[config.mk]
export PLATFORM = sky130hd
export DESIGN_NAME = dualmem_cycle_ctrl
export DESIGN_NICKNAME = d
export VERILOG_FILES = /design/src/rtl/dmc_pkg.sv /design/src/rtl/dmc_datapath.sv /design/src/rtl/dmc_control.sv /design/src/rtl/dualmem_cycle_ctrl.sv
export SDC_FILE = /design/constraint.sdc
export NUM_CORES = 1
export LEC_CHECK = 0
export ABC_AREA = 1
export CAP_MARGIN = 10
export CORE_MARGIN = 2
export CORE_UTILIZATION = 48
export CTS_CLUSTER_SIZE = 12
export DETAILED_ROUTE_END_ITERATION = 12
export HOLD_SLACK_MARGIN = 0.15
export PLACE_DENSITY_LB_ADDON = 0.2
export REMOVE_ABC_BUFFERS = 1
export SLEW_MARGIN = 20
export SYNTH_ARGS = -nofsm -noshare
export SYNTH_HDL_FRONTEND = slang
export SYNTH_SLANG_ARGS = --single-unit
[constraint.sdc]
create_clock -name clk -period 5.2 [get_ports clk]
set_clock_uncertainty 0.2 [all_clocks]
set_input_delay 1.56 -clock clk [delete_from_list [all_inputs] [get_ports clk]]
set_output_delay 1.56 -clock clk [all_outputs]
set_load 0.01 [all_outputs]
[src/rtl/dmc_pkg.sv]
package dmc_pkg;

  typedef enum logic [1:0] {
    ST_IDLE,
    ST_GAP,
    ST_ACCESS,
    ST_DONE
  } ctrl_state_e;

  // strobes from the control FSM to the datapath
  typedef struct packed {
    logic loadReq;
    logic captureRd;
  } dmc_strobe_t;

  // nanosecond minimum to whole clock cycles, never below one
  function automatic int ceilCycles(input int ns, input int period);
    int c;
    c = (ns + period - 1) / period;
    return (c < 1) ? 1 : c;
  endfunction

  function automatic int maxOf(input int a, input int b);
    return (a > b) ? a : b;
  endfunction

endpackage

[src/rtl/dmc_datapath.sv]
module dmc_datapath
  import dmc_pkg::*;
#(
  parameter int ADDR_W     = 18,
  parameter int RAM_ADDR_W = 15,
  parameter int DATA_W     = 8
) (
  input  logic              clk,
  input  logic              rstN,
  input  dmc_strobe_t       strobe,
  input  logic              reqTarget,
  input  logic              reqWrite,
  input  logic [ADDR_W-1:0] reqAddr,
  input  logic [DATA_W-1:0] reqWdata,
  input  logic [DATA_W-1:0] memRdata,
  output logic              curTarget,
  output logic              curWrite,
  output logic [ADDR_W-1:0] memAddr,
  output logic [DATA_W-1:0] memWdata,
  output logic [DATA_W-1:0] rspData
);

  logic [ADDR_W-1:0] addrQ;
  logic [DATA_W-1:0] wdataQ;
  logic [DATA_W-1:0] rdataQ;
  logic              targetQ;
  logic              writeQ;

  always_ff @(posedge clk or negedge rstN) begin
    if (!rstN) begin
      addrQ   <= '0;
      wdataQ  <= '0;
      targetQ <= 1'b0;
      writeQ  <= 1'b0;
    end else if (strobe.loadReq) begin
      addrQ   <= reqAddr;
      wdataQ  <= reqWdata;
      targetQ <= reqTarget;
      writeQ  <= reqWrite;
    end
  end

  always_ff @(posedge clk or negedge rstN) begin
    if (!rstN) rdataQ <= '0;
    else if (strobe.captureRd) rdataQ <= memRdata;
  end

  // SRAM sees only its low address bits; upper lines are forced low
  generate
    if (RAM_ADDR_W < ADDR_W) begin : g_mask
      localparam int HI_W = ADDR_W - RAM_ADDR_W;
      assign memAddr = targetQ ? {{HI_W{1'b0}}, addrQ[RAM_ADDR_W-1:0]} : addrQ;
    end else begin : g_full
      assign memAddr = addrQ;
    end
  endgenerate

  assign memWdata  = wdataQ;
  assign rspData   = rdataQ;
  assign curTarget = targetQ;
  assign curWrite  = writeQ;

endmodule

[src/rtl/dmc_control.sv]
module dmc_control
  import dmc_pkg::*;
#(
  parameter int CLK_PERIOD_NS = 8,
  parameter int T_RC_NS       = 500,
  parameter int T_AA_NS       = 450,
  parameter int T_OE_NS       = 200,
  parameter int T_WC_NS       = 500,
  parameter int T_WP_NS       = 200,
  parameter int T_CW_NS       = 220,
  parameter int T_DW_NS       = 100,
  parameter int T_GAP_NS      = 10
) (
  input  logic        clk,
  input  logic        rstN,
  input  logic        reqValid,
  input  logic        reqTarget,
  input  logic        reqWrite,
  input  logic        curTarget,
  input  logic        curWrite,
  output dmc_strobe_t strobe,
  output logic        reqReady,
  output logic        rspDone,
  output logic        romSelN,
  output logic        ramSelN,
  output logic        oeN,
  output logic        weN,
  output logic        memDriveEn
);

  localparam int RD_LEN  = maxOf(ceilCycles(T_RC_NS, CLK_PERIOD_NS),
                                 maxOf(ceilCycles(T_AA_NS, CLK_PERIOD_NS),
                                       ceilCycles(T_OE_NS, CLK_PERIOD_NS)));
  localparam int WP_LEN  = maxOf(ceilCycles(T_WP_NS, CLK_PERIOD_NS),
                                 ceilCycles(T_DW_NS, CLK_PERIOD_NS));
  localparam int WR_LEN  = maxOf(ceilCycles(T_WC_NS, CLK_PERIOD_NS),
                                 maxOf(ceilCycles(T_CW_NS, CLK_PERIOD_NS), WP_LEN));
  localparam int GAP_LEN = ceilCycles(T_GAP_NS, CLK_PERIOD_NS);
  localparam int MAX_LEN = maxOf(maxOf(RD_LEN, WR_LEN), GAP_LEN);
  localparam int CNT_W   = $clog2(MAX_LEN + 1);

  localparam logic [CNT_W-1:0] RD_LAST  = CNT_W'(RD_LEN - 1);
  localparam logic [CNT_W-1:0] WR_LAST  = CNT_W'(WR_LEN - 1);
  localparam logic [CNT_W-1:0] GAP_LAST = CNT_W'(GAP_LEN - 1);
  localparam logic [CNT_W-1:0] WE_START = CNT_W'(WR_LEN - WP_LEN);

  ctrl_state_e       state, stateNext;
  logic [CNT_W-1:0]  cnt, cntNext;
  logic              lastTarget, hasLast;
  logic              accept, romWrite, switchTgt, accessEnd, inAccess, weActive;
  logic [CNT_W-1:0]  lastCnt;

  assign accept    = (state == ST_IDLE) && reqValid;
  assign romWrite  = reqWrite && !reqTarget;
  assign switchTgt = hasLast && (reqTarget != lastTarget);
  assign lastCnt   = curWrite ? WR_LAST : RD_LAST;
  assign inAccess  = (state == ST_ACCESS);
  assign accessEnd = inAccess && (cnt == lastCnt);
  assign weActive  = inAccess && curWrite && curTarget && (cnt >= WE_START);

  always_comb begin
    stateNext = state;
    cntNext   = cnt;
    unique case (state)
      ST_IDLE: begin
        cntNext = '0;
        if (accept) begin
          if (romWrite)       stateNext = ST_DONE;
          else if (switchTgt) stateNext = ST_GAP;
          else                stateNext = ST_ACCESS;
        end
      end
      ST_GAP: begin
        if (cnt == GAP_LAST) begin
          stateNext = ST_ACCESS;
          cntNext   = '0;
        end else begin
          cntNext = cnt + 1'b1;
        end
      end
      ST_ACCESS: begin
        if (accessEnd) begin
          stateNext = ST_DONE;
          cntNext   = '0;
        end else begin
          cntNext = cnt + 1'b1;
        end
      end
      ST_DONE: stateNext = ST_IDLE;
      default: stateNext = ST_IDLE;
    endcase
  end

  always_ff @(posedge clk or negedge rstN) begin
    if (!rstN) begin
      state      <= ST_IDLE;
      cnt        <= '0;
      lastTarget <= 1'b0;
      hasLast    <= 1'b0;
    end else begin
      state <= stateNext;
      cnt   <= cntNext;
      if (accept && !romWrite) begin
        lastTarget <= reqTarget;
        hasLast    <= 1'b1;
      end
    end
  end

  assign strobe.loadReq   = accept;
  assign strobe.captureRd = accessEnd && !curWrite;

  assign reqReady   = (state == ST_IDLE);
  assign rspDone    = (state == ST_DONE);
  assign romSelN    = !(inAccess && !curTarget);
  assign ramSelN    = !(inAccess && curTarget);
  assign oeN        = !(inAccess && !curWrite);
  assign weN        = !weActive;
  assign memDriveEn = weActive || ((state == ST_DONE) && curWrite && curTarget);

endmodule

[src/rtl/dualmem_cycle_ctrl.sv]
module dualmem_cycle_ctrl
  import dmc_pkg::*;
#(
  parameter int CLK_PERIOD_NS = 8,
  parameter int ADDR_W        = 18,
  parameter int RAM_ADDR_W    = 15,
  parameter int DATA_W        = 8,
  parameter int T_RC_NS       = 500,
  parameter int T_AA_NS       = 450,
  parameter int T_OE_NS       = 200,
  parameter int T_WC_NS       = 500,
  parameter int T_WP_NS       = 200,
  parameter int T_CW_NS       = 220,
  parameter int T_DW_NS       = 100,
  parameter int T_GAP_NS      = 10
) (
  input  logic              clk,
  input  logic              rstN,
  input  logic              reqValid,
  output logic              reqReady,
  input  logic              reqTarget,
  input  logic              reqWrite,
  input  logic [ADDR_W-1:0] reqAddr,
  input  logic [DATA_W-1:0] reqWdata,
  output logic              rspDone,
  output logic [DATA_W-1:0] rspData,
  output logic [ADDR_W-1:0] memAddr,
  output logic              romSelN,
  output logic              ramSelN,
  output logic              oeN,
  output logic              weN,
  output logic [DATA_W-1:0] memWdata,
  output logic              memDriveEn,
  input  logic [DATA_W-1:0] memRdata
);

  dmc_strobe_t strobe;
  logic        curTarget;
  logic        curWrite;

  dmc_control #(
    .CLK_PERIOD_NS(CLK_PERIOD_NS), .T_RC_NS(T_RC_NS), .T_AA_NS(T_AA_NS),
    .T_OE_NS(T_OE_NS), .T_WC_NS(T_WC_NS), .T_WP_NS(T_WP_NS),
    .T_CW_NS(T_CW_NS), .T_DW_NS(T_DW_NS), .T_GAP_NS(T_GAP_NS)
  ) u_control (
    .clk(clk), .rstN(rstN), .reqValid(reqValid), .reqTarget(reqTarget),
    .reqWrite(reqWrite), .curTarget(curTarget), .curWrite(curWrite),
    .strobe(strobe), .reqReady(reqReady), .rspDone(rspDone),
    .romSelN(romSelN), .ramSelN(ramSelN), .oeN(oeN), .weN(weN),
    .memDriveEn(memDriveEn)
  );

  dmc_datapath #(
    .ADDR_W(ADDR_W), .RAM_ADDR_W(RAM_ADDR_W), .DATA_W(DATA_W)
  ) u_datapath (
    .clk(clk), .rstN(rstN), .strobe(strobe), .reqTarget(reqTarget),
    .reqWrite(reqWrite), .reqAddr(reqAddr), .reqWdata(reqWdata),
    .memRdata(memRdata), .curTarget(curTarget), .curWrite(curWrite),
    .memAddr(memAddr), .memWdata(memWdata), .rspData(rspData)
  );

endmodule

==> results of run 1 <==
-- cells in the final DEF, fill, tap and decap left out, types with 4 or more instances in the layout --
cell | netlist | layout
o21ai_2 | 8 | 8
a21oi_1 | 7 | 7
nand2_2 | 4 | 4
o21ai_0 | 9 | 9
dfrtp_1 | 46 | 46
inv_1 | 27 | 27
ha_1 | 8 | 8
nand2_1 | 105 | 105
nor2_1 | 11 | 11
clkdlybuf4s50_1 | 0 | 78
clkbuf_8 | 0 | 6
-- tightest hold or removal path, stage by stage, from the launching register on --
cell and delay, ns:
dfrtp_1 0.35, nand2_1 0.05, nand2_1 0.05
-- final timing paths --
kind / depth (start not counted) / end / start / slack (ns)
max in group asynchronous: 1 / u_datapath.addrQ[7] / rstN / 3.36
worst min-delay path: 2 / u_datapath.addrQ[8] / u_datapath.addrQ[8] / 0.28
worst max-delay path: 7 / memDriveEn / u_control.state[0] / 1.36
worst min register to register: 2 / u_datapath.addrQ[8] / u_datapath.addrQ[8] / 0.28
min in group asynchronous: 1 / u_control.cnt[0] / rstN / 1.04
worst max register to register: 7 / u_control.hasLast / u_control.state[1] / 2.71
-- flip-flops by register name, indices dropped and copies added, names as in the netlist --
signal,cells
u_datapath.curTarget,1
u_control.cnt,6
u_datapath.addrQ,18
u_control.state,2
u_control.hasLast,1
u_datapath.rspData,8
u_control.lastTarget,1
u_datapath.memWdata,8
u_datapath.curWrite,1
-- cell families after synthesis --
kind of cell,synth area share
AOI/OAI and AO/OA,0.0788
xor gates and xnor gates,0.00777
adders and majority gates,0.0444
buffers and inverters,0.116
DFF,0.510
and+or+nand+nor,0.242
-- power breakdown --
| part | internal [mW] | switching [mW] | total (mW) | leakage (nW) |
|---|---|---|---|---|
| clock network | 0.107 | 0.112 | 0.219 | 0.0482 |
| logic | 0.336 | 0.346 | 0.683 | 0.887 |
| registers | 0.482 | 0.0806 | 0.562 | 0.545 |
-- stage by stage --
| stage | utilization | worst slack, ns |
|---|---|---|
| 2_1_floorplan | - | 2.17 |
| 3_3_place_gp | 0.664 | 1.42 |
| 3_5_place_dp | 0.664 | 1.37 |
| 6_report | 0.685 | 1.36 |
| 5_1_grt | 0.685 | 1.13 |
| 4_1_cts | 0.684 | 1.32 |
-- metal layers --
| metal | part of all wire | routed length [um] | vias to the layer above | track usage |
|---|---|---|---|---|
| li1 | - | - | 924 | - |
| met1 | 0.46 | 2010 | 799 | 0.233 |
| met2 | 0.45 | 1940 | 59 | 0.285 |
| met3 | 0.077 | 337 | 7 | 0.0486 |
| met4 | 0.014 | 59 | 0 | 0.0741 |
| met5 | 0 | 0 | - | 0 |
-- layout make-up --
class                      instances  area share
sequential                        46       0.378
inverter                          28      0.0345
timing repair buffer              79       0.259
clock buffer                       7      0.0284
tap                               52      0.0214
multi-input combinational        170       0.277
clock inverter                     1     0.00164
==> results.md, run 1 <==
* Mapped cell area at about 0.0023 sq mm
* Max stage delay cell, worst path: clkdlybuf4s50_1
* Fmax at about 260 MHz
* DRC at 0
* Status: complete, no violations
* Power Dens Cells at between 400 and 500 mW/mm^2
* Placed insts at between 300 and 400
* Hold Worst Slack at 0.283 ns
* Top cell type's share of synthesized area at 0.510
* CP startpoint kind: flip-flop
* Commonest cells in the synthesized netlist: 105 x nand2_1, 46 x dfrtp_1, 27 x inv_1, 15 x buf_4, 11 x nor2_1
* Buffers on Ports at just under 80
* Initial antenna violation count at 0
* Pin count of the biggest net entering global routing at between 40 and 50
* Critical Path Fanout Max at 5
* Tmin final at ~3.8 ns
* Vias in the first global route at 1702
* CP Capture Type: output port
* I/O Pins at 80
* Ys Warns at 0
* Worst-path clk slew at roughly 0.080 ns
* EDFF count, synth at 0
* Crit path top cell by count: nand2_1
* Die ar. at ~0.0053 sq mm
* Syn_area_per_cell at 8.48 sq um
* Unrepaired setup endpoints after global routing: no
* Drt wl/cell at approximately 11 um
* Worst EP arrival at between 2 and 2.5 ns
* Multi-input gate area at 842 sq um
* Hold Path Class: flip-flop to flip-flop
* Delay-heaviest family, CP: buffers and inverters
* Buf+Inv Stages, Crit Path at 2
* Synth area leaders: dfrtp_1 51%, nand2_1 17%, buf_4 5.0%
* Post-DRT Antenna Nets at 0
* Fin. Hold Viols at 0
* Die Y at just over 70 um
* Area delta synth->final at 34.9%
* DR iter-0 viols at between 60 and 70
* Post-place instance area at ~0.003 sq mm
* Row count at 24
* Worst-Skew Late Latency at 0.30 ns
* CTS Hold Bufs at 0
* Total routed wirelength at between 4 and 5 mm
* Flops & latches, synth at 46
* Ratio of cells with drive above 1 in the final layout at 0.0785
* Post-CTS setup buffer count at 0
* CTS H-tree depth at 2
* Post_cts resized at 0
* Final instance area at a little over 0.003 sq mm
* Via count normalized by instance count at between 4 and 5
* First-pass GRT wire length at around 7.5 mm
* Worst rel slew slack at 0.517
* Diodes inserted at 0
* Clock sinks at between 40 and 50
* CTS tree: done
* Clk root buf: clkbuf_8
* Slew Limit Fails at 0
* CP max stage delay at 0.59 ns
* Final HPWL DP at approximately 3.2 mm
* Via count at around 1800
* Die Width at approximately 73 um
* Post-route clock period utilization at 0.738
* Post-Layout Cell Count at around 380
* WP data required at 3.44 ns
* P_leak at approximately 1.5 nW
* Max-cap violations at 0
* Seq/Total Area, Yosys at 0.510
* DRT Pass-1 Iters at 4
* Fill cells at 373
* Most numerous cell in the Yosys netlist: nand2_1
* Slew @ Worst Pin at around 0.72 ns
* CORE AREA at 0.00444 sq mm
* Crit-path cells: inv_1 -> ha_1 -> nand2_1 -> nor3_1 -> nand2_1 -> o31ai_1 -> clkdlybuf4s50_1
* Top FF cell, synth: dfrtp_1
* Grt ovf at 0
* Pwr Total at around 1.5 mW
* Initial Util at 0.508
* Final GP Congestion at 0.757
* Sequential standard cell area at around 0.0012 sq mm
* Synth area leader: dfrtp_1
* Clock buffer depth at 2
* Peak supply drop at approximately 0.33 mV
* Share of flip-flops with an asynchronous set or reset after synthesis at 1.00
* Synth unique cells at 27
* Final setup viols at 0
* Fin Setup TNS at 0 ns
* Final nets at ~380
* Synth Instances at 266
* Total CTS buffers at 5
* Gr usage total at 0.179
* CP Class: flip-flop to output port
Note: power is estimated with default switching activity, not from simulation.
==> run 2: changes to the inputs <==
--- a/config.mk
+++ b/config.mk
@@ -8,7 +8,7 @@
 export ABC_AREA = 1
 export CAP_MARGIN = 10
 export CORE_MARGIN = 2
-export CORE_UTILIZATION = 48
+export CORE_UTILIZATION = 40
 export CTS_CLUSTER_SIZE = 12
 export DETAILED_ROUTE_END_ITERATION = 12
 export HOLD_SLACK_MARGIN = 0.15
==> constraint.sdc (replaced) <==
create_clock -name clk -period 3.35 [get_ports clk]
set_clock_uncertainty 0.2 [all_clocks]
set_input_delay 1.005 -clock clk [delete_from_list [all_inputs] [get_ports clk]]
set_output_delay 1.005 -clock clk [all_outputs]
set_load 0.01 [all_outputs]
==> results.md, run 2 (same netlist as run 1, synthesis figures left out) <==
* Status: complete, no violations (unchanged)
* Pin count of the biggest net entering global routing at 28 (was 47)
* Fmax at 323 MHz
* WP data required at 2.14 ns (was 3.44 ns)
* Drt wl/cell at 11.1 um (was 11.4 um)
* Critical Path Fanout Max at 5 (unchanged)
* Commonest non-fill, non-tap cell in the layout: nand2_1 (unchanged)
* Sequential standard cell area at 0.00115 sq mm (unchanged)
* Initial Util at 0.412 (was 0.508)
* Final WS setup at 0.258 ns (was 1.36 ns)
* Final HPWL DP at 3.35 mm (was 3.17 mm)
* Die Y at 79.1 um (was 72.6 um)
* Unrepaired setup endpoints after global routing: no (unchanged)
* Area delta synth->final at 38.0% (was 34.9%)
* Top sig layer: met4 (unchanged)
* Post-CTS setup buffer count at 0 (unchanged)
* I/O Pins at 80 (unchanged)
* Initial antenna violation count at 0 (unchanged)
* Fin. Hold Viols at 0 (unchanged)
* Clk root buf: clkbuf_8 (unchanged)
* CP Capture Type: output port (unchanged)
* Final setup viols at 0 (unchanged)
* Diodes inserted at 0 (unchanged)
* Post_cts resized at 0 (unchanged)
* Die Width at 79.1 um (was 72.6 um)
* First-pass GRT wire length at 7.62 mm (was 7.47 mm)
* Tmin final at between 3 and 4 ns
* Post-route clock period utilization at 0.923
* Met1 wire length at 2.08 mm (was 2.01 mm)
* CTS tree: done (unchanged)
* Place WS at 0.377 ns (was 1.37 ns)
* P_leak at 1.52 nW (was 1.48 nW)
* Grt ovf at 0 (unchanged)
* Max reg flops at 18 (unchanged)
* Peak supply drop at 0.369 mV (was 0.332 mV)
* Most frequent cells in the layout: 105 x nand2_1, 77 x clkdlybuf4s50_1, 46 x dfrtp_1 (was 105 x nand2_1, 78 x clkdlybuf4s50_1, 46 x dfrtp_1)
* Final nets at 380 (was 377)
* Gr usage total at 0.154 (was 0.179)
* Power Dens Cells at 760 mW/mm^2 (was 481 mW/mm^2)
* Slew @ Worst Pin at 0.473 ns (was 0.723 ns)
* Total routed wirelength at 4.50 mm (was 4.35 mm)
* Clock sinks at 46 (unchanged)
* Worst EP arrival at 1.89 ns (was 2.08 ns)
* CP Class: flip-flop to output port (unchanged)
* Worst-path clk slew at 0.09 ns (was 0.08 ns)
* Post-DRT Antenna Nets at 0 (unchanged)
* CTS Hold Bufs at 0 (unchanged)
* Slew Limit Fails at 0 (unchanged)
* CORE AREA at 0.00547 sq mm (was 0.00444 sq mm)
* Max stage delay cell, worst path: clkdlybuf4s50_1 (unchanged)
* Final GP Congestion at 0.779 (was 0.757)
* Die ar. at 0.00626 sq mm (was 0.00526 sq mm)
* Fill cells at 518 (was 373)
* Via count at 1803 (was 1789)
* Buffers on Ports at 79 (unchanged)
* Vias in the first global route at 1753 (was 1702)
* Row count at 27 (was 24)
* DR iter-0 viols at 52 (was 66)
* Via count normalized by instance count at 4.44 (was 4.67)
* CTS H-tree depth at 2 (unchanged)
* Met3 wire len at 349 um (was 337 um)
* CP startpoint kind: flip-flop (unchanged)
* Reg with most FFs: u_datapath.addrQ (unchanged)
* CP max stage delay at 0.48 ns (was 0.59 ns)
* Pwr Total at 2.37 mW (was 1.46 mW)
* Delay-heaviest family, CP: buffers and inverters (unchanged)
* Worst rel slew slack at 0.685 (was 0.517)
* Max-cap violations at 0 (unchanged)
* Clock buffer depth at 2 (unchanged)
* Worst-Skew Late Latency at 0.30 ns (about the same)
* Total CTS buffers at 5 (unchanged)
* Hold Path Class: flip-flop to flip-flop (unchanged)
* Fin Setup TNS at 0 ns (unchanged)
* Crit-path cells: inv_1 -> ha_2 -> nand2_1 -> nor3_1 -> nand2_1 -> clkdlybuf4s50_1 (was inv_1 -> ha_1 -> nand2_1 -> nor3_1 -> nand2_1 -> o31ai_1 -> clkdlybuf4s50_1)
* Multi-input gate area at 845 sq um (was 842 sq um)
* Crit path top cell by count: nand2_1 (unchanged)
* DRT Pass-1 Iters at 4 (unchanged)
* Ratio of cells with drive above 1 in the final layout at 0.0928 (was 0.0785)
* Met2 wire len at 2.03 mm (was 1.94 mm)
* Buf+Inv Stages, Crit Path at 2 (unchanged)
* DRC at 0 (unchanged)
==> run 2: worst paths after layout <==
path,startpoint,end,slack [ns],cells after the start
max in group asynchronous,rstN,u_control.hasLast,1.79,2
hold reg to reg,u_control.hasLast,u_control.hasLast,0.28,1
setup / recovery,u_control.state[0],weN,0.26,6
setup reg to reg,u_control.state[1],u_datapath.addrQ[1],1.60,7
min in group asynchronous,rstN,u_control.cnt[3],0.44,1
hold / removal,u_control.hasLast,u_control.hasLast,0.28,1
==> run 2: metrics by stage <==
stage	cells	cell area, sq um	util	hold slack [ns]
after floorplan	244	2100	-	0.240
after global placement	398	3000	0.548	0.261
after detailed placement	398	3000	0.548	0.258
after CTS	406	3110	0.568	0.286
after global routing	406	3110	0.569	0.292
final	406	3110	0.569	0.280
==> run 2: area by class of cell <==
| type | instances | area share |
|---|---|---|
| Sequential cell | 46 | 0.370 |
| Inverter | 28 | 0.0337 |
| Timing Repair Buffer | 82 | 0.260 |
| Clock inverter | 3 | 0.0141 |
| Tap cell | 72 | 0.0289 |
| Clock buffer | 5 | 0.0221 |
| Multi-Input combinational cell | 170 | 0.271 |
==> run 2: report_power, final <==
part | internal (mW) | switching, mW | leakage (nW)
logic | 0.531 | 0.545 | 0.918
registers | 0.747 | 0.123 | 0.545
clock network | 0.224 | 0.196 | 0.0585
==> run 2: worst register-to-register path, stage by stage (launching register included) <==
cell and delay (ns):
dfrtp_1 0.43, inv_1 0.12, ha_1 0.22, nand2_1 0.10
inv_2 0.21, buf_4 0.28, nand2_1 0.09, nand2_1 0.06
==> run 2: per-layer routing <==
metal,vias to the layer above,track usage
met5,-,0
met4,0,0.0362
met3,4,0.0545
met2,57,0.258
met1,811,0.190
li1,931,-
